### config.mk
export PLATFORM = sky130hd
export DESIGN_NAME = ecc_rpt_top
export DESIGN_NICKNAME = d
export VERILOG_FILES = /design/src/rtl/ecc_rpt_pkg.sv /design/src/rtl/ecc_rpt_cfg.sv /design/src/rtl/ecc_rpt_satcnt.sv /design/src/rtl/ecc_rpt_tracker.sv /design/src/rtl/ecc_rpt_inject.sv /design/src/rtl/ecc_rpt_top.sv
export SDC_FILE = /design/constraint.sdc
export NUM_CORES = 1
export LEC_CHECK = 0
export ABC_AREA = 0
export CORE_ASPECT_RATIO = 1.4
export CORE_UTILIZATION = 39
export CTS_BUF_LIST = sky130_fd_sc_hd__clkbuf_16
export CTS_CLUSTER_SIZE = 40
export DETAILED_ROUTE_END_ITERATION = 10
export DONT_BUFFER_PORTS = 1
export PLACE_DENSITY = 0.61
export SKIP_CTS_REPAIR_TIMING = 1
export SLEW_MARGIN = 15
export SYNTH_ARGS = -nofsm -noshare
export SYNTH_HDL_FRONTEND = slang
export SYNTH_HIERARCHICAL = 1
export SYNTH_SLANG_ARGS = --single-unit
### constraint.sdc
create_clock -name clk -period 2.2 [get_ports clk]
set_input_delay 0.44 -clock clk [delete_from_list [all_inputs] [get_ports clk]]
set_output_delay 0.44 -clock clk [all_outputs]
set_load 0.005 [all_outputs]
### src/rtl/ecc_rpt_pkg.sv
package ecc_rpt_pkg;

  // register byte offsets (software decodes these)
  localparam int unsigned OFS_CTRL  = 'h00;
  localparam int unsigned OFS_STAT  = 'h38;
  localparam int unsigned OFS_IRQ   = 'h3C;
  localparam int unsigned OFS_SBCNT = 'h40;
  localparam int unsigned OFS_DBCNT = 'h44;
  localparam int unsigned OFS_EADDR = 'h48;

  // control bits
  localparam int CB_ECC  = 10;
  localparam int CB_CORR = 11;
  localparam int CB_INJ1 = 13;
  localparam int CB_INJ2 = 14;

  // status bits
  localparam int SB_ONE  = 2;
  localparam int SB_TWO  = 3;
  localparam int SB_DROP = 4;

  // interrupt register bits
  localparam int IB_EN    = 0;
  localparam int IB_MONE  = 1;
  localparam int IB_MTWO  = 2;
  localparam int IB_MDROP = 3;
  localparam int IB_CLR   = 4;

  typedef struct packed {
    logic ecc_en;
    logic corr_en;
    logic inj_one;
    logic inj_two;
  } ctrl_t;

  typedef struct packed {
    logic en;
    logic mask_one;
    logic mask_two;
    logic mask_drop;
  } irqcfg_t;

  typedef struct packed {
    logic one;
    logic two;
    logic drop;
  } flags_t;

endpackage

### src/rtl/ecc_rpt_cfg.sv
module ecc_rpt_cfg
  import ecc_rpt_pkg::*;
#(
  parameter int DATA_W = 32
) (
  input  logic              clk,
  input  logic              rst_n,
  input  logic              wr_ctrl,
  input  logic              wr_irq,
  input  logic [DATA_W-1:0] wdata,
  output ctrl_t             ctrl,
  output irqcfg_t           icfg,
  output logic              clr_pulse
);

  ctrl_t   ctrl_n;
  irqcfg_t icfg_n;

  always_comb begin
    ctrl_n = ctrl;
    icfg_n = icfg;
    if (wr_ctrl) begin
      ctrl_n.ecc_en  = wdata[CB_ECC];
      ctrl_n.corr_en = wdata[CB_CORR];
      ctrl_n.inj_one = wdata[CB_INJ1];
      ctrl_n.inj_two = wdata[CB_INJ2];
    end
    if (wr_irq) begin
      icfg_n.en        = wdata[IB_EN];
      icfg_n.mask_one  = wdata[IB_MONE];
      icfg_n.mask_two  = wdata[IB_MTWO];
      icfg_n.mask_drop = wdata[IB_MDROP];
    end
  end

  assign clr_pulse = wr_irq & wdata[IB_CLR];

  always_ff @(posedge clk or negedge rst_n) begin
    if (!rst_n) begin
      ctrl <= '0;
      icfg <= '0;
    end else if (wr_ctrl || wr_irq) begin
      ctrl <= ctrl_n;
      icfg <= icfg_n;
    end
  end

  // a clear write leaves the enable at the written value
  p_clear_keeps_en_r9: assert property (@(posedge clk) disable iff (!rst_n)
    (wr_irq && wdata[IB_CLR]) |=> (icfg.en == $past(wdata[IB_EN])));

endmodule

### src/rtl/ecc_rpt_satcnt.sv
module ecc_rpt_satcnt #(
  parameter int CNT_W = 4
) (
  input  logic             clk,
  input  logic             rst_n,
  input  logic             clr,
  input  logic             inc,
  output logic [CNT_W-1:0] cnt
);

  localparam logic [CNT_W-1:0] CNT_MAX = '1;

  logic [CNT_W-1:0] base;
  logic [CNT_W-1:0] cnt_n;
  logic             cnt_en;

  always_comb begin
    base  = clr ? '0 : cnt;
    cnt_n = (inc && (base != CNT_MAX)) ? base + 1'b1 : base;
  end

  assign cnt_en = clr | inc;

  always_ff @(posedge clk or negedge rst_n) begin
    if (!rst_n)      cnt <= '0;
    else if (cnt_en) cnt <= cnt_n;
  end

  // the count holds at its ceiling
  p_no_overflow_r5: assert property (@(posedge clk) disable iff (!rst_n)
    (cnt == CNT_MAX && !clr) |=> (cnt == CNT_MAX));

  // with neither clear nor event the count does not move
  p_idle_hold_r5: assert property (@(posedge clk) disable iff (!rst_n)
    (!clr && !inc) |=> $stable(cnt));

endmodule

### src/rtl/ecc_rpt_tracker.sv
module ecc_rpt_tracker
  import ecc_rpt_pkg::*;
#(
  parameter int CNT_W   = 4,
  parameter int EADDR_W = 32
) (
  input  logic               clk,
  input  logic               rst_n,
  input  ctrl_t              ctrl,
  input  logic               clr,
  input  logic               sbe_in,
  input  logic [EADDR_W-1:0] sbe_addr,
  input  logic               dbe_in,
  input  logic [EADDR_W-1:0] dbe_addr,
  output flags_t             flags,
  output logic [CNT_W-1:0]   one_cnt,
  output logic [CNT_W-1:0]   two_cnt,
  output logic [EADDR_W-1:0] eaddr
);

  logic               one_ev;
  logic               two_ev;
  logic               drop_ev;
  flags_t             flags_n;
  logic               flags_en;
  logic [EADDR_W-1:0] eaddr_n;
  logic               eaddr_en;

  assign one_ev  = ctrl.ecc_en &  ctrl.corr_en & sbe_in;
  assign drop_ev = ctrl.ecc_en & ~ctrl.corr_en & sbe_in;
  assign two_ev  = ctrl.ecc_en & dbe_in;

  always_comb begin
    flags_n      = clr ? '0 : flags;
    flags_n.one  = flags_n.one  | one_ev;
    flags_n.two  = flags_n.two  | two_ev;
    flags_n.drop = flags_n.drop | drop_ev;
    flags_en     = clr | one_ev | two_ev | drop_ev;
  end

  // uncorrectable address wins the shared register
  always_comb begin
    eaddr_n  = eaddr;
    eaddr_en = one_ev | two_ev;
    if (two_ev)      eaddr_n = dbe_addr;
    else if (one_ev) eaddr_n = sbe_addr;
  end

  always_ff @(posedge clk or negedge rst_n) begin
    if (!rst_n)        flags <= '0;
    else if (flags_en) flags <= flags_n;
  end

  always_ff @(posedge clk or negedge rst_n) begin
    if (!rst_n)        eaddr <= '0;
    else if (eaddr_en) eaddr <= eaddr_n;
  end

  ecc_rpt_satcnt #(.CNT_W(CNT_W)) u_one_cnt (
    .clk (clk), .rst_n (rst_n), .clr (clr), .inc (one_ev), .cnt (one_cnt)
  );

  ecc_rpt_satcnt #(.CNT_W(CNT_W)) u_two_cnt (
    .clk (clk), .rst_n (rst_n), .clr (clr), .inc (two_ev), .cnt (two_cnt)
  );

  // checking disabled, no clear -> nothing recorded
  p_ignore_off_r2: assert property (@(posedge clk) disable iff (!rst_n)
    (!ctrl.ecc_en && !clr) |=> ($stable(flags) && $stable(one_cnt) && $stable(two_cnt) && $stable(eaddr)));

  // an uncorrectable error lands its own address
  p_two_addr_r6: assert property (@(posedge clk) disable iff (!rst_n)
    (ctrl.ecc_en && dbe_in) |=> (eaddr == $past(dbe_addr)));

  // a dropped correction does not count as corrected
  p_drop_path_r7: assert property (@(posedge clk) disable iff (!rst_n)
    (ctrl.ecc_en && !ctrl.corr_en && sbe_in && !clr) |=> (flags.drop && $stable(one_cnt)));

  // flags are sticky until a clear
  p_sticky_r4: assert property (@(posedge clk) disable iff (!rst_n)
    (flags.two && !clr) |=> flags.two);

endmodule

### src/rtl/ecc_rpt_inject.sv
module ecc_rpt_inject
  import ecc_rpt_pkg::*;
#(
  parameter int CHK_W = 8
) (
  input  ctrl_t            ctrl,
  input  logic [CHK_W-1:0] chk_in,
  output logic [CHK_W-1:0] chk_out
);

  localparam logic [CHK_W-1:0] FLIP_ONE = CHK_W'(1);
  localparam logic [CHK_W-1:0] FLIP_TWO = CHK_W'(3);

  logic [CHK_W-1:0] flip;

  always_comb begin
    if (ctrl.inj_two)      flip = FLIP_TWO;
    else if (ctrl.inj_one) flip = FLIP_ONE;
    else                   flip = '0;
    chk_out = chk_in ^ flip;
  end

  // never more than two corrupted check bits
  always_comb begin
    p_flip_width_r3: assert ($countones(chk_out ^ chk_in) <= 2);
  end

endmodule

### src/rtl/ecc_rpt_top.sv
module ecc_rpt_top
  import ecc_rpt_pkg::*;
#(
  parameter int REG_AW  = 8,
  parameter int DATA_W  = 32,
  parameter int CHK_W   = 8,
  parameter int CNT_W   = 4,
  parameter int EADDR_W = 32
) (
  input  logic               clk,
  input  logic               rst_n,
  input  logic               reg_we,
  input  logic [REG_AW-1:0]  reg_addr,
  input  logic [DATA_W-1:0]  reg_wdata,
  output logic [DATA_W-1:0]  reg_rdata,
  input  logic [CHK_W-1:0]   wr_chk_in,
  output logic [CHK_W-1:0]   wr_chk_out,
  input  logic               sbe_strobe,
  input  logic [EADDR_W-1:0] sbe_addr,
  input  logic               dbe_strobe,
  input  logic [EADDR_W-1:0] dbe_addr,
  output logic               ecc_active,
  output logic               irq
);

  localparam logic [REG_AW-1:0] A_CTRL  = REG_AW'(OFS_CTRL);
  localparam logic [REG_AW-1:0] A_STAT  = REG_AW'(OFS_STAT);
  localparam logic [REG_AW-1:0] A_IRQ   = REG_AW'(OFS_IRQ);
  localparam logic [REG_AW-1:0] A_SBCNT = REG_AW'(OFS_SBCNT);
  localparam logic [REG_AW-1:0] A_DBCNT = REG_AW'(OFS_DBCNT);
  localparam logic [REG_AW-1:0] A_EADDR = REG_AW'(OFS_EADDR);

  ctrl_t              ctrl;
  irqcfg_t            icfg;
  flags_t             flags;
  logic               clr_pulse;
  logic               wr_ctrl;
  logic               wr_irq;
  logic [CNT_W-1:0]   one_cnt;
  logic [CNT_W-1:0]   two_cnt;
  logic [EADDR_W-1:0] eaddr;

  assign wr_ctrl = reg_we && (reg_addr == A_CTRL);
  assign wr_irq  = reg_we && (reg_addr == A_IRQ);

  ecc_rpt_cfg #(.DATA_W(DATA_W)) u_cfg (
    .clk (clk), .rst_n (rst_n), .wr_ctrl (wr_ctrl), .wr_irq (wr_irq),
    .wdata (reg_wdata), .ctrl (ctrl), .icfg (icfg), .clr_pulse (clr_pulse)
  );

  ecc_rpt_tracker #(.CNT_W(CNT_W), .EADDR_W(EADDR_W)) u_trk (
    .clk (clk), .rst_n (rst_n), .ctrl (ctrl), .clr (clr_pulse),
    .sbe_in (sbe_strobe), .sbe_addr (sbe_addr),
    .dbe_in (dbe_strobe), .dbe_addr (dbe_addr),
    .flags (flags), .one_cnt (one_cnt), .two_cnt (two_cnt), .eaddr (eaddr)
  );

  ecc_rpt_inject #(.CHK_W(CHK_W)) u_inj (
    .ctrl (ctrl), .chk_in (wr_chk_in), .chk_out (wr_chk_out)
  );

  assign ecc_active = ctrl.ecc_en & ctrl.corr_en;

  assign irq = icfg.en & ((flags.one  & ~icfg.mask_one) |
                          (flags.two  & ~icfg.mask_two) |
                          (flags.drop & ~icfg.mask_drop));

  always_comb begin
    reg_rdata = '0;
    case (reg_addr)
      A_CTRL: begin
        reg_rdata[CB_ECC]  = ctrl.ecc_en;
        reg_rdata[CB_CORR] = ctrl.corr_en;
        reg_rdata[CB_INJ1] = ctrl.inj_one;
        reg_rdata[CB_INJ2] = ctrl.inj_two;
      end
      A_STAT: begin
        reg_rdata[SB_ONE]  = flags.one;
        reg_rdata[SB_TWO]  = flags.two;
        reg_rdata[SB_DROP] = flags.drop;
      end
      A_IRQ: begin
        reg_rdata[IB_EN]    = icfg.en;
        reg_rdata[IB_MONE]  = icfg.mask_one;
        reg_rdata[IB_MTWO]  = icfg.mask_two;
        reg_rdata[IB_MDROP] = icfg.mask_drop;
      end
      A_SBCNT: reg_rdata[CNT_W-1:0]   = one_cnt;
      A_DBCNT: reg_rdata[CNT_W-1:0]   = two_cnt;
      A_EADDR: reg_rdata[EADDR_W-1:0] = eaddr;
      default: reg_rdata = '0;
    endcase
  end

  // a clear with no new strobe drops the interrupt next cycle
  p_irq_clear_r9: assert property (@(posedge clk) disable iff (!rst_n)
    (wr_irq && reg_wdata[IB_CLR] && !sbe_strobe && !dbe_strobe) |=> !irq);

  // with the global enable off the interrupt stays low
  p_irq_gate_r8: assert property (@(posedge clk) disable iff (!rst_n)
    (wr_irq && !reg_wdata[IB_EN]) |=> !irq);

endmodule

==> results of run 1 <==
## state kept, by name (all words and copies together), names as in the netlist
| register | cells |
|---|---|
| u_trk/u_one_cnt/cnt | 4 |
| u_trk/eaddr | 32 |
| u_trk/flags | 3 |
| u_cfg/ctrl | 4 |
| u_cfg/icfg | 4 |
| u_trk/u_two_cnt/cnt | 4 |
## routing by layer
layer	GRT usage (%)	part of all wire (%)	vias to the layer above
met5	0	0	-
met4	2.83	0.50	0
met1	20.2	43	1088
li1	-	-	1076
met2	30.0	52	82
met3	3.56	4.8	4
## worst max path at each step
| stage | start | endpoint | slack [ns] | cells past startpoint |
|---|---|---|---|---|
| global placement | reg_addr[4] | u_trk/u_one_cnt/cnt[1] | -0.06 | 10 |
| CTS | reg_addr[5] | reg_rdata[3] | 0.20 | 4 |
| global route | reg_addr[5] | reg_rdata[3] | 0.12 | 4 |
| floorplan | reg_addr[4] | u_trk/u_one_cnt/cnt[1] | -0.09 | 9 |
| detailed placement | reg_addr[4] | u_trk/u_one_cnt/cnt[1] | -0.08 | 10 |
| finish | reg_addr[4] | u_trk/u_one_cnt/cnt[1] | 0.21 | 10 |
## final cells by class
| cell class | count | area (um2) |
|---|---|---|
| multi-input cells | 211 | 1630 |
| repair buffers | 18 | 193 |
| fillers | 763 | 4270 |
| clock buffers | 5 | 125 |
| inverters | 5 | 18.8 |
| flip-flops and latches | 51 | 1280 |
| clock inverters | 3 | 63.8 |
| well taps | 100 | 125 |
## worst register-to-register path: stages (launching register included)
cell                      delay (ns)
sky130_fd_sc_hd__dfrtp_2        0.40
sky130_fd_sc_hd__buf_4          0.27
sky130_fd_sc_hd__and3_1         0.30
sky130_fd_sc_hd__o21ai_2        0.10
sky130_fd_sc_hd__mux2_4         0.30
## cells in the mapped netlist (5+ instances only)
cell type / n
sky130_fd_sc_hd__nor3_1: 5
sky130_fd_sc_hd__dfrtp_1: 51
sky130_fd_sc_hd__mux2i_1: 36
sky130_fd_sc_hd__buf_4: 10
sky130_fd_sc_hd__nor2_1: 7
sky130_fd_sc_hd__buf_6: 5
sky130_fd_sc_hd__nand2_1: 6
sky130_fd_sc_hd__and2_1: 25
sky130_fd_sc_hd__buf_2: 9
sky130_fd_sc_hd__a31oi_1: 34
sky130_fd_sc_hd__a21oi_1: 36
sky130_fd_sc_hd__mux2_1: 8
## kinds of logic (layout without fill, tap and decap cells)
kind of cell / count (synthesis) / after routing
compound gates: 88 / 88
xor+xnor: 4 / 4
fa+ha+maj: 2 / 2
buf+inv: 33 / 31
flops: 51 / 51
mux: 48 / 48
simple gates: 69 / 69
## per-stage QoR
step | worst slack, ns | cells | util [%] | TNS [ns] | hold WS, ns
2_1_floorplan | -0.0916 | 295 | - | -0.179 | 0.144
3_3_place_gp | -0.0635 | 384 | 41.7 | -0.132 | 0.146
3_5_place_dp | -0.0795 | 384 | 41.7 | -0.188 | 0.147
4_1_cts | 0.203 | 392 | 44.2 | 0 | -0.163
5_1_grt | 0.120 | 393 | 44.5 | 0 | 0.0179
6_report | 0.206 | 393 | 44.5 | 0 | -0.00875
## where the power goes
part	internal, mW	switching [mW]
Clock	0.648	0.336
Sequential	1.21	0.158
Combinational	0.270	0.243
Total	2.12	0.737
==> run summary, run 1 <==
Run status
• complete, but fails checks — run status
• negative hold slack — violations in the final reports

Power
• 834 nW/um2 — PwrDens
• 1.68 nW — static power due to leakage
• 0.409 mV — maximum vdd ir drop
• 2.86 mW — final total power

Detailed routing
• 17.4 um — post-DR wirelength/cell
• 0 — remaining antenna violation count
• 6.86 mm — drt total wl
• 2250 — DR vias
• 5.73 — number of vias per cell after detailed routing
• 0 — post-detailed-route DRC marker count
• 4 — DRT Pass-1 Iters
• 125 — Detailed Route Iter0 Violations

Synthesis
• 10.5 um2 — average instance area after synthesis
• 0.809% — area share of fa/ha/maj cells after synthesis
• 0 — Post-synth EDFFs
• compound AO/OA/AOI/OAI gates — combinational family with the most area after synthesis
• sky130_fd_sc_hd__dfrtp_1 — Yosys top cell by area
• 3090 um2 — netlist area before placement
• 15.0% — area share of and/or/nand/nor cells after synthesis
• 295 — synthesized instance count
• 16.3% — fraction of synthesized area in multiplexers
• 48 — Yosys cell types
• 17.5% — share of the synthesized area in compound gates (AO/OA/AOI/OAI)
• 414 — net count after synthesis
• sky130_fd_sc_hd__dfrtp_1 41%, sky130_fd_sc_hd__mux2i_1 12%, sky130_fd_sc_hd__a31oi_1 6.9% — leading cell types by total area after synthesis
• 100% — post-synthesis async set-or-reset flop share
• 1.13% — synthesized-area fraction occupied by xor and xnor cells
• 6 — Warnings, synthesis
• 41.2% — sequential area share after synthesis
• sky130_fd_sc_hd__dfrtp_1 — Post-synth top flop
• 51 — count of state elements after synthesis
• 41.2% — top cell type's share of synthesized area

STA
• 1.99 ns — Tmin final
• 0.423 ns — worst slew pin tran
• -0.00875 ns — Hold WS
• 0.00714 ns — setup skew after layout
• 4 — number of hold violations in the final report
• 0 — final setup vio count
• 90.6% — Period Utilization, post-route
• 501 MHz — fmax
• 0 — total count of max-transition violations in the final report
• 71.8% — max_slew headroom
• no — RSZ-0062 raised after global routing

Setup path
• 2.36 ns — required arrival time at the worst endpoint
• input port — sort of element at the start of the critical path
• flop — critical path capture point type
• 7 — maximum fanout along the worst path
• 0.70 ns — setup slack of the most critical reg-to-reg path
• sky130_fd_sc_hd__mux2_4 — Slowest cell on crit path
• 2.16 ns — signal arrival time at the worst endpoint
• simple AND/OR/NAND/NOR gates — cell type group with the largest total delay on the critical path
• u_trk/u_one_cnt/cnt[1] — Reg2Reg Capture Point
• 0.30 ns — delay of the slowest cell on the worst path
• 4 — R2R cell count
• 1 — buffers plus inverters on the worst setup path
• u_cfg/ctrl[3] — reg2reg start
• nand2_8 -> nor4b_4 -> buf_4 -> and4_4 -> and2_4 -> and2b_2 -> ha_4 -> nand2_2 -> o21ai_2 -> mux2_4 — crit path cell chain
• in2reg — crit path kind

Cells and area
• 3430 um2 — fin area
• 10.8% — layout-stage area growth over the synthesis result
• 411 — number of nets in the finished design
• 19.1% — fraction of layout instances using a drive strength above 1
• 0 — antenna cells
• 50 x sky130_fd_sc_hd__dfrtp_1, 36 x sky130_fd_sc_hd__mux2i_1, 36 x sky130_fd_sc_hd__a21oi_1 — most frequent cells in the layout
• sky130_fd_sc_hd__dfrtp_1 — leading cell type in the layout, fill and taps excluded

Global route
• 0 — antenna violations before repair
• 10.8 mm — first-pass GRT wire length
• 65 — largest net degree at the start of global routing
• 2113 — via count of the first global-routing pass
• 0 — total overflow reported by the global router
• 16.5% — GRT Resource Usage Total

Place
• 0.808 — routability-driven placement congestion ratio
• 4.88 mm — detailed placer's ending HPWL
• 0 — port bufs
• 3210 um2 — instance area at placement

Clocking
• 51 — sink count of the clock tree
• built — TritonCTS clock tree
• 5 — number of buffers created by CTS
• sky130_fd_sc_hd__clkbuf_16 — buffer cell driving the clock tree root
• 2 — H-tree depth
• 2 — maximum buffer depth of the clock tree
• 0.28 ns — insertion delay of the later-clocked pin in the worst-skew pair
• 0.07 ns — clock-pin transition on the worst setup and hold timing paths

Floorplanning
• 8300 um2 — Die ar.
• 40.2% — effective utilization at floorplan
• 77.3 um — width of the die
• 7700 um2 — core outline area
• 159 — number of top-level design ports
• 38 — number of core rows
• 107 um — die boundary height

Job
• 0 — reported max-cap violation count

Hold path
• in2async — worst hold-check path type

(Power assumes the default switching activity.)
==> run 2: changes to the inputs <==
Settings changed: CAP_MARGIN set to 10, CORE_ASPECT_RATIO 1.4 to 2, GPL_TIMING_DRIVEN set to 0.
==> run 2 against run 1 <==
Utilization is 0.82 points higher. The run now ends clean. Sequential power hardly changed. Final area is 1.2% higher. Critical path type is now in2out. Highest routed layer unchanged.
==> run summary, run 2 (synthesis gave the netlist of run 1 again) <==
Power
• 762 uW — Psw, was 737 uW
• 766 nW/um2 — PwrDens, was 834 nW/um2
• 0.519 mV — maximum vdd ir drop, was 0.409 mV
• 51.0% — sequential fraction of design power, was 47.7%
• 1.72 nW — static power due to leakage, was 1.68 nW
• 20.4% — Comb power frac, was 17.9%
• 1.90 mW — internal portion of total power, was 2.12 mW
• 28.6% — share of power burned in the clock network, was 34.4%
• 28.7% — fraction of power spent switching nets, was 25.8%

Setup path
• 4 — R2R cell count, unchanged
• reg_addr[1] — launch point of the critical path, was reg_addr[4]
• u_cfg/ctrl[3] — reg2reg start, unchanged
• reg_rdata[23] — critical path endpoint, was u_trk/u_one_cnt/cnt[1]
• in2out — crit path kind, was in2reg
• 10 — maximum fanout along the worst path, was 7
• 1.66 ns — signal arrival time at the worst endpoint, was 2.16 ns
• 0.63 ns — setup slack of the most critical reg-to-reg path, was 0.70 ns
• 1.76 ns — required arrival time at the worst endpoint, was 2.36 ns
• input port — sort of element at the start of the critical path, unchanged
• u_trk/u_one_cnt/cnt[1] — Reg2Reg Capture Point, unchanged
• output pin — critical path capture point type, was flop

Detailed routing
• 2327 — DR vias, was 2250
• 7.84 mm — drt total wl, was 6.86 mm
• 5.82 — number of vias per cell after detailed routing, was 5.73
• 0 — remaining antenna violation count, unchanged
• 4 — DRT Pass-1 Iters, unchanged
• 80 — Detailed Route Iter0 Violations, was 125
• 19.6 um — post-DR wirelength/cell, was 17.4 um
• 0 — post-detailed-route DRC marker count, unchanged

Run status
• complete, no violations — run status, was complete, but fails checks

Cells and area
• sky130_fd_sc_hd__dfrtp_1 — leading cell type in the layout, fill and taps excluded, unchanged
• 51 x sky130_fd_sc_hd__dfrtp_1, 36 x sky130_fd_sc_hd__mux2i_1, 36 x sky130_fd_sc_hd__a21oi_1 — most frequent cells in the layout, was 50 x sky130_fd_sc_hd__dfrtp_1, 36 x sky130_fd_sc_hd__mux2i_1, 36 x sky130_fd_sc_hd__a21oi_1
• 21.9% — fraction of layout instances using a drive strength above 1, was 19.1%
• 3470 um2 — fin area, was 3430 um2
• 12.2% — layout-stage area growth over the synthesis result, was 10.8%
• u_trk/eaddr — register with the most flip-flops, unchanged
• 32 — flip-flop count of the largest register, all copies and words added, unchanged
• 0 — antenna cells, unchanged
• 424 — number of nets in the finished design, was 411

Clocking
• 2 — H-tree depth, unchanged
• built — TritonCTS clock tree, unchanged
• 2 — maximum buffer depth of the clock tree, unchanged
• 51 — sink count of the clock tree, unchanged
• sky130_fd_sc_hd__clkbuf_16 — buffer cell driving the clock tree root, unchanged
• 0.07 ns — clock-pin transition on the worst setup and hold timing paths, about the same
• 0.29 ns — insertion delay of the later-clocked pin in the worst-skew pair, was 0.28 ns
• 5 — number of buffers created by CTS, unchanged

Global route
• 0 — antenna violations before repair, unchanged
• 19.2% — GRT Resource Usage Total, was 16.5%
• 11.8 mm — first-pass GRT wire length, was 10.8 mm
• 52 — largest net degree at the start of global routing, was 65
• 2261 — via count of the first global-routing pass, was 2113
• 0 — total overflow reported by the global router, unchanged

Place
• -0.309 ns — Placement Setup Slack, was -0.0795 ns
• 0.783 — routability-driven placement congestion ratio, was 0.808
• 5.95 mm — detailed placer's ending HPWL, was 4.88 mm
• 0 — port bufs, unchanged
• 3280 um2 — instance area at placement, was 3210 um2

STA
• 477 MHz — fmax, was 501 MHz
• 0 — final setup vio count, unchanged
• 0 — total count of max-transition violations in the final report, unchanged
• 0 — number of hold violations in the final report, was 4
• no — RSZ-0062 raised after global routing, unchanged
• 2.10 ns — Tmin final, was 1.99 ns
• 95.3% — Period Utilization, post-route, was 90.6%
• 0.00811 ns — setup skew after layout, was 0.00714 ns
• 0.447 ns — worst slew pin tran, was 0.423 ns
• 70.2% — max_slew headroom, was 71.8%
• 0.00795 ns — Hold WS, was -0.00875 ns
• 0.103 ns — min setup slack post-route, was 0.206 ns
• 0 ns — Fin Setup TNS, unchanged

Hold path
• in2async — worst hold-check path type, unchanged

Job
• 0 — reported max-cap violation count, unchanged

Floorplanning
• 128 um — die boundary height, was 107 um
• 65.0 um — width of the die, was 77.3 um
• 159 — number of top-level design ports, unchanged
• 7660 um2 — core outline area, was 7700 um2
• 8320 um2 — Die ar., was 8300 um2
• 45 — number of core rows, was 38
• 40.4% — effective utilization at floorplan, was 40.2%

[run 2: changes by cell type in the layout (fill, tap and decap cells not counted), sizes merged]
cell and delta:
bufinv -2, buf +10, clkinvlp +1, clkinv +1
clkbuf +3
[run 2: area by class of cell]
type                    count  area [um2]
multi-input cells         211        1630
plain buffers              28         248
well taps                  94         118
fillers                   781        4190
clock inverters             3        16.3
flip-flops and latches     51        1280
repair buffers              3        42.5
inverters                   5        18.8
clock buffers               5         125
[run 2: power groups by stage]
| stage | Combinational, mW | Sequential, mW | Clock [mW] |
|---|---|---|---|
| after detailed placement | 0.522 | 1.37 | 0 |
| final | 0.542 | 1.36 | 0.759 |
| after floorplan | 0.435 | 1.32 | 0 |
| after global routing | 0.621 | 1.40 | 0.807 |
| after CTS | 0.522 | 1.36 | 0.783 |
| after global placement | 0.500 | 1.36 | 0 |
[run 2: layer usage]
| metal | wire (um) | part of all wire (%) | global-route usage, % |
|---|---|---|---|
| met1 | 2940 | 37 | 21.0 |
| met2 | 4340 | 55 | 34.7 |
| met3 | 375 | 4.8 | 3.74 |
| met4 | 190 | 2.4 | 8.24 |
| met5 | 0 | 0 | 0 |
[run 2: worst min path at each step]
stage / start / endpoint / slack [ns] / cells past startpoint
final: rst_n / u_trk/eaddr[7] / 0.008 / 1
after global routing: rst_n / u_trk/eaddr[13] / 0.006 / 1
after CTS: rst_n / u_cfg/ctrl[1] / -0.17 / 0
after detailed placement: rst_n / u_cfg/icfg[1] / 0.15 / 0
after global placement: rst_n / u_cfg/ctrl[0] / 0.15 / 0
after floorplan: rst_n / u_cfg/ctrl[0] / 0.14 / 0
[run 2: critical path, cell delays in order]
cell and delay (ns):
sky130_fd_sc_hd__or2_2 0.34, sky130_fd_sc_hd__nor2_2 0.13, sky130_fd_sc_hd__and3_1 0.17, sky130_fd_sc_hd__clkbuf_4 0.19
sky130_fd_sc_hd__clkbuf_4 0.20, sky130_fd_sc_hd__and2_1 0.18
[run 2: stage by stage]
stage          power, mW  std cells  utilization (%)
3_5_place_dp        1.90        389             42.8
6_report            2.66        400             45.3
5_1_grt             2.83        400             45.3
4_1_cts             2.66        397             44.7
3_3_place_gp        1.86        389             42.8
2_1_floorplan       1.75        295                -
